--- src/rtl/win_readout_timer.sv ---
module win_readout_timer #(
  parameter int XW = 10,
  parameter int YW = 9
) (
  input  logic          clk,
  input  logic          rst,
  input  logic [1:0]    gran_sel,
  input  logic          subsample_en,
  input  logic [XW-4:0] win_x_start,
  input  logic [YW-1:0] win_y_start,
  input  logic [XW-3:0] win_pix_groups,
  input  logic [YW:0]   win_lines,
  output logic          frame_valid,
  output logic          line_valid,
  output logic          pixel_valid,
  output logic [XW-1:0] x_addr,
  output logic [YW-1:0] y_addr
);
  localparam int CW = (XW + 2 > 11) ? XW + 2 : 11;
  localparam int LW = YW + 1;

  typedef enum logic [1:0] {PH_FOH, PH_ROH, PH_PIX} phase_t;

  phase_t        phase;
  logic [CW-1:0] cnt;
  logic [LW-1:0] line_idx;

  logic [1:0]    s_gran;
  logic          s_sub;
  logic [XW-4:0] s_xs;
  logic [YW-1:0] s_ys;
  logic [XW-3:0] s_pg;
  logic [LW-1:0] s_ln;

  logic [CW-1:0] foh_len, roh_len, pix_len;
  logic [LW-1:0] line_len;

  always_comb begin
    case (s_gran)
      2'd0:    foh_len = CW'(192);
      2'd1:    foh_len = CW'(336);
      2'd2:    foh_len = CW'(624);
      default: foh_len = CW'(1200);
    endcase
    case (s_gran)
      2'd0:    roh_len = CW'(20);
      2'd1:    roh_len = CW'(24);
      2'd2:    roh_len = CW'(32);
      default: roh_len = CW'(48);
    endcase
    if (s_sub) roh_len = roh_len + CW'(8);
  end

  assign pix_len  = (s_pg == '0) ? CW'(8) : {{(CW-XW-1){1'b0}}, s_pg, 3'b000};
  assign line_len = (s_ln == '0) ? LW'(1) : s_ln;

  wire foh_done  = (phase == PH_FOH) && (cnt == foh_len - CW'(1));
  wire roh_done  = (phase == PH_ROH) && (cnt == roh_len - CW'(1));
  wire pix_done  = (phase == PH_PIX) && (cnt == pix_len - CW'(1));
  wire last_line = (line_idx == line_len - LW'(1));
  wire reload    = rst || (pix_done && last_line);

  always_ff @(posedge clk) begin
    if (reload) begin
      s_gran <= gran_sel;
      s_sub  <= subsample_en;
      s_xs   <= win_x_start;
      s_ys   <= win_y_start;
      s_pg   <= win_pix_groups;
      s_ln   <= win_lines;
    end
  end

  always_ff @(posedge clk) begin
    if (rst) begin
      phase    <= PH_FOH;
      cnt      <= '0;
      line_idx <= '0;
    end else if (foh_done) begin
      phase <= PH_ROH;
      cnt   <= '0;
    end else if (roh_done) begin
      phase <= PH_PIX;
      cnt   <= '0;
    end else if (pix_done) begin
      cnt <= '0;
      if (last_line) begin
        phase    <= PH_FOH;
        line_idx <= '0;
      end else begin
        phase    <= PH_ROH;
        line_idx <= line_idx + LW'(1);
      end
    end else begin
      cnt <= cnt + CW'(1);
    end
  end

  wire [YW-1:0] y_base = s_sub ? {s_ys[YW-1:1], 1'b0} : s_ys;
  wire [YW-1:0] y_off  = s_sub ? YW'({line_idx, 1'b0}) : line_idx[YW-1:0];

  assign frame_valid = (phase != PH_FOH);
  assign line_valid  = (phase == PH_PIX);
  assign pixel_valid = (phase == PH_PIX);
  assign x_addr      = {s_xs, 3'b000} + (line_valid ? cnt[XW-1:0] : '0);
  assign y_addr      = y_base + y_off;
endmodule


--- config.mk ---
export PLATFORM = sky130hd
export DESIGN_NAME = win_readout_timer
export DESIGN_NICKNAME = d
export VERILOG_FILES = /design/src/rtl/win_readout_timer.sv
export SDC_FILE = /design/constraint.sdc
export NUM_CORES = 1
export LEC_CHECK = 0
export ABC_AREA = 1
export BUFFER_PORTS_ARGS = -buffer_cell sky130_fd_sc_hd__buf_4
export CORE_MARGIN = 2
export CORE_UTILIZATION = 40
export CTS_CLUSTER_SIZE = 20
export DETAILED_ROUTE_END_ITERATION = 7
export GPL_TIMING_DRIVEN = 1
export HOLD_SLACK_MARGIN = 0.08
export PLACE_DENSITY = 0.73
export SYNTH_ARGS = -nofsm -noshare
export SYNTH_HDL_FRONTEND = slang
export SYNTH_SLANG_ARGS = --single-unit
--- constraint.sdc ---
create_clock -name clk -period 3.4 [get_ports clk]
set_clock_uncertainty 0.2 [all_clocks]
set_input_delay 0.34 -clock clk [delete_from_list [all_inputs] [get_ports clk]]
set_output_delay 0.34 -clock clk [all_outputs]
set_load 0.01 [all_outputs]
### Word level (Yosys, flattened, before mapping)

Cells that the tools add are included.

| storage, ports and cells | value |
|---|---|
| bits in registers | 61 |
| bits of input ports | 39 |
| output and inout bits | 22 |
| word-level logic and storage cells | 57 |

| cells by class | value |
|---|---|
| add/sub/neg operators | 9 |
| equality and inequality tests | 8 |
| muxes and demuxes | 13 |
| bitwise gates (word level) | 2 |
| reductions and logical operators | 15 |

Operator list:

| kind | number |
|---|---|
| equality test 12 bit | 3 |
| case mux 11 bit (3 select lines) | 1 |
| two-way mux 10 bit | 3 |
| subtractor 12 x 1 -> 12 bit, second input constant | 2 |
| case mux 6 bit (3 select lines) | 1 |
| adder 12 x 1 -> 12 bit, second input constant | 1 |
| adder 12 x 4 -> 12 bit, second input constant | 1 |
| two-way mux 12 bit | 1 |
| subtractor 11 x 1 -> 12 bit, second input constant | 1 |
| two-way mux 11 bit | 1 |
| adder 10 x 1 -> 10 bit, second input constant | 1 |
| adder 10 bit | 1 |
| equality test 10 bit | 1 |
| logical NOT 10 bit | 1 |
| subtractor 10 x 1 -> 10 bit, second input constant | 1 |
| adder 9 bit | 1 |
| two-way mux 9 bit | 1 |
| logical NOT 8 bit | 1 |
| equality test 2 x 1 -> 1 bit, second input constant | 2 |
| equality test 2 bit, second input constant | 2 |
| logical AND 1 bit | 4 |
| logical NOT 2 bit | 2 |
| two-way mux 2 bit | 2 |
| nonzero test 2 bit | 2 |
| 7 further kinds | 10 |

### Depth between registers and ports, before layout

| logic depth | value |
|---|---|
| word-level depth | 9 |
| gate-level depth with buffers | 20 |
| gate-level depth less buffers | 20 |

### Worst setup path after synthesis

OpenSTA, ideal clock, no wires.

| timing path | value |
|---|---|
| path kind | reg2reg |
| start point | register s_pg[4] |
| end point | register s_gran[0] (enable) |
| setup time | 0.396 ns |
| arrival time | 2.925 ns |
| required time | 2.804 ns |
| slack | -0.121 ns |
| stages on the path, launching flop included | 16 |
| buffers on the path | 0 |
| clock period less this slack | 3.521 ns |
| cell sequence | edfxtp_1 nor2_2 nand2_4 nor2_4 nor2_8 ha_1 xnor2_1 nor2_1 nand2_1 nor2_2 nand2_2 nor2_4 nand3_4 inv_4 nand3_2 nand2_1 |

| between the ends | value |
|---|---|
| cells in the longest elaborated chain, start to end | 7 |

Ends and longest elaborated chain:

| item | RTL line | RTL |
|---|---|---|
| from (decl) | 32 | `logic [XW-3:0] s_pg;` |
| from (signal assigned) | 69 | `s_pg <= win_pix_groups;` |
| logical NOT 8 bit | 54 | `assign pix_len = (s_pg == '0) ? CW'(8) : {{(CW-XW-1){1'b0}}, s_pg, 3'b000};` |
| two-way mux 11 bit * | 54 |  |
| subtractor 11 x 1 -> 12 bit * | 59 | `wire pix_done = (phase == PH_PIX) && (cnt == pix_len - CW'(1));` |
| equality test 12 bit * | 59 |  |
| logical AND 1 bit * | 59 |  |
| logical AND 1 bit * | 61 | `wire reload = rst \|\| (pix_done && last_line);` |
| logical OR 1 bit * | 61 |  |
| named net reload | 61 |  |
| to (signal assigned) | 65 | `s_gran <= gran_sel;` |
| to (decl) | 28 | `logic [1:0] s_gran;` |

The timed path passes the listed nets; every way through them passes the cells marked *.
A chain may end at the register's enable or synchronous reset.

### Worst setup path after layout

| timing path | value |
|---|---|
| start point | register line_idx[2] |
| end point | output port y_addr[7] |

| between the ends | value |
|---|---|
| cells in the longest elaborated chain, start to end | 2 |

Ends and longest elaborated chain:

| item | RTL line | RTL |
|---|---|---|
| from (decl) | 26 | `logic [LW-1:0] line_idx;` |
| from (signal assigned) | 92 | `line_idx <= line_idx + LW'(1);` |
| two-way mux 9 bit | 100 | `wire [YW-1:0] y_off = s_sub ? YW'({line_idx, 1'b0}) : line_idx[YW-1:0];` |
| adder 9 bit | 106 | `assign y_addr = y_base + y_off;` |
| to (decl) | 17 | `output logic [YW-1:0] y_addr` |

No other way between the ends.

==> flow_summary.json <==
{
  "overflow": 0,
  "num_vias": 4224,
  "fmax_mhz": 310,
  "synth_top_cell_by_area": "edfxtp_1",
  "yosys-top-cells-area": "edfxtp_1, nand2_1, dfxtp_1",
  "drtAntennaViolNets": 0,
  "hpwl_mm": 8.08,
  "p_leak_uw": 0.00256,
  "cts_max_path_buffers": 2,
  "path_class": "flop to primary output",
  "wirelength_mm": 10.8,
  "highest_layer": "met4",
  "avgViaCountPerCell": 4.98,
  "syn_avg_cell_area_um2": 7.54,
  "routed-wl-met3_um": 584,
  "layout_setup_ws_ps": 179,
  "clk_pin_slew_worst_paths_ps": 70,
  "vdd_drop_max_uv": 157,
  "drive_above_1_share": 0.181,
  "synth_warnings": 0,
  "finalCritPeriodShare": 0.947,
  "synth-main-ff-cell": "edfxtp_1",
  "p_sw_uw": 449,
  "die_w_um": 110,
  "num_rows": 38,
  "critPathMaxStageDelay_ps": 400,
  "grt_max_degree": 28,
  "grt_pass1_wl_mm": 17.8,
  "htree_levels": 3,
  "p_sw_frac": 0.260,
  "placeableCoreArea_um2": 10800,
  "grt.total_usage": 0.192,
  "cts_tree": "yes",
  "hold_slack_ps": 249,
  "grt_pass1_vias": 3928,
  "fin_crit_ps": 3220,
  "drt-met1-wl_mm": 4.83,
  "post-route-util": 0.527,
  "clock_latency_ps": 350,
  "syn_inst": 592,
  "design_area_um2": 5720,
  "yosys.area.top_type_share": 0.249,
  "pre_cts_ws_ps": 262,
  "final_cell_mix": "nand2_1, inv_1, nor2_1",
  "place_area_um2": 5090,
  "wl_per_cell_um": 12.7,
  "path_cells": "inv_1 -> o21ai_0 -> ha_1 -> a21oi_1 -> nand2_1 -> a21o_1 -> a21oi_1 -> nor2_1 -> o21ai_0 -> nand2_1 -> xor2_1 -> buf_4",
  "pwr-share-comb": 0.160,
  "cp-end-kind": "primary output",
  "clock-sinks": 61,
  "cp.arrival_ps": 2680,
  "final_common_cell": "nand2_1",
  "diodes": 0,
  "slowest_stage": "dfxtp_2",
  "gp_congestion": 0.905,
  "cts_root_buffer": "clkbuf_8",
  "yosysUniqueCellTypes": 41,
  "max_cap_viol_count": 0,
  "finalHoldViolCount": 0,
  "synth.cell_area_um2": 4460,
  "antenna_found_initial": 0,
  "setup-violations-final": 0,
  "nNetsFinal": 771,
  "drtIter0Drc": 280,
  "hp-class": "flop to flop",
  "dieArea_um2": 12000,
  "worst_setup_path_start_kind": "flop",
  "ios": 61,
  "port_buffers": 60,
  "synth-seq-area-share": 0.357,
  "firstDrtPassIters": 5,
  "die_h_um": 110,
  "p_int_uw": 1280,
  "layout-area-overhead-vs-synth_pct": 28.1,
  "cp.required_ps": 2860,
  "dr_wl_met2_mm": 5.11,
  "relSlewSlack": 0.731,
  "syn_nets": 659,
  "clockPowerShare": 0.354,
  "worst_slew_pin_slew_ps": 400,
  "drc": 0,
  "outcome": "completed",
  "cts_inserted_buffers": 9,
  "synth_edf_count": 37,
  "power_density_nw_per_um2": 302,
  "slew_viol_final": 0,
  "start_util": 0.412,
  "seqPwrFrac": 0.486,
  "worstPathMaxFanout": 6,
  "nFillCells": 1038,
  "async_reset_ff_frac": 0,
  "ys_ff_latch": 61
}
## worst paths after layout
path	start	endpoint	slack [ps]	depth (start not counted)
setup / recovery	line_idx[2]$_SDFFE_PP0P_	y_addr[7]	180	12
setup reg to reg	s_pg[4]$_DFFE_PP_	s_ln[3]$_DFFE_PP_	260	19
hold reg to reg	cnt[0]$_SDFF_PP0_	cnt[0]$_SDFF_PP0_	250	1
hold / removal	cnt[0]$_SDFF_PP0_	cnt[0]$_SDFF_PP0_	250	1
## sequential cells by signal (all words and copies together), names as in the netlist
signal and cells:
cnt 12, line_idx 10, phase 2, s_gran 2
s_ln 10, s_pg 8, s_sub 1, s_xs 7
s_ys 9
## synthesized netlist by cell type (2+ instances only)
| cell type | n |
|---|---|
| nor3_1 | 9 |
| edfxtp_1 | 37 |
| xor2_1 | 24 |
| a21oi_2 | 3 |
| inv_1 | 94 |
| nor3_2 | 5 |
| xnor2_1 | 13 |
| buf_4 | 3 |
| o21ai_1 | 4 |
| and2_1 | 3 |
| fa_1 | 2 |
| nand2_4 | 2 |
| nand4_1 | 8 |
| ha_1 | 26 |
| nand2_1 | 131 |
| a21o_1 | 2 |
| o22ai_1 | 2 |
| o21ai_0 | 15 |
| nand3_2 | 4 |
| a21oi_1 | 17 |
| nor4_1 | 3 |
| nand3b_1 | 3 |
| nor2_1 | 73 |
| nand3_1 | 52 |
| clkinv_1 | 2 |
| nor2_4 | 6 |
| buf_2 | 3 |
| nand2_2 | 5 |
| nor2_2 | 6 |
| dfxtp_1 | 24 |
## metal layers
metal / track usage / vias to the layer above
met5: 0 / -
met4: 0.0750 / 0
met3: 0.0439 / 22
met2: 0.306 / 128
met1: 0.252 / 1946
li1: - / 2128
## critical path: cells and delay by family, from the launching register on
kind | cells | cell delay (ps)
buffers and inverters | 2 | 300
AOI/OAI and AO/OA | 5 | 880
xor gates and xnor gates | 1 | 190
and+or+nand+nor | 3 | 260
DFF | 1 | 400
adders and majority gates | 1 | 310
## what timing repair did
action                                 in CTS  in global routing
gates resized for setup                     1                 11
pin swaps                                   0                  2
endpoints found under the hold margin      41                  0
setup buffers                               1                  5
setup endpoints to repair                   2                 38
hold buffers                               38                  0
## power groups by stage
stage	sequential [uW]	clock (uW)	combinational, uW
5_1_grt	841	656	310
3_5_place_dp	855	0	234
2_1_floorplan	847	0	150
4_1_cts	839	626	272
6_report	838	610	276
3_3_place_gp	854	0	228
## kinds of logic after synthesis
logic type | after synthesis | share of synthesized area
AO/OA/AOI/OAI | 47 | 0.0592
XOR/XNOR | 38 | 0.0763
adder cells (fa/ha/maj) | 28 | 0.0819
buffers and inverters | 105 | 0.0923
flip-flops | 61 | 0.357
AND/OR/NAND/NOR | 313 | 0.334
## area by class of cell
cell class,count,area [um2],area share
Multi-Input combinational cell,426,2480,0.433
Tap cell,140,175,0.0306
Timing Repair Buffer,108,916,0.160
Sequential cell,61,1600,0.279
Clock inverter,1,5.00,0.000875
Clock buffer,15,176,0.0309
Inverter,98,373,0.0652
## metrics by stage
| stage | power [uW] | cells | TNS [ps] |
|---|---|---|---|
| floorplan | 998 | 592 | 0 |
| global placement | 1080 | 789 | 0 |
| detailed placement | 1090 | 789 | 0 |
| CTS | 1740 | 844 | -4.93 |
| global route | 1810 | 849 | -3.98 |
| finish | 1720 | 849 | 0 |
Note: power is estimated with default switching activity, not from simulation.
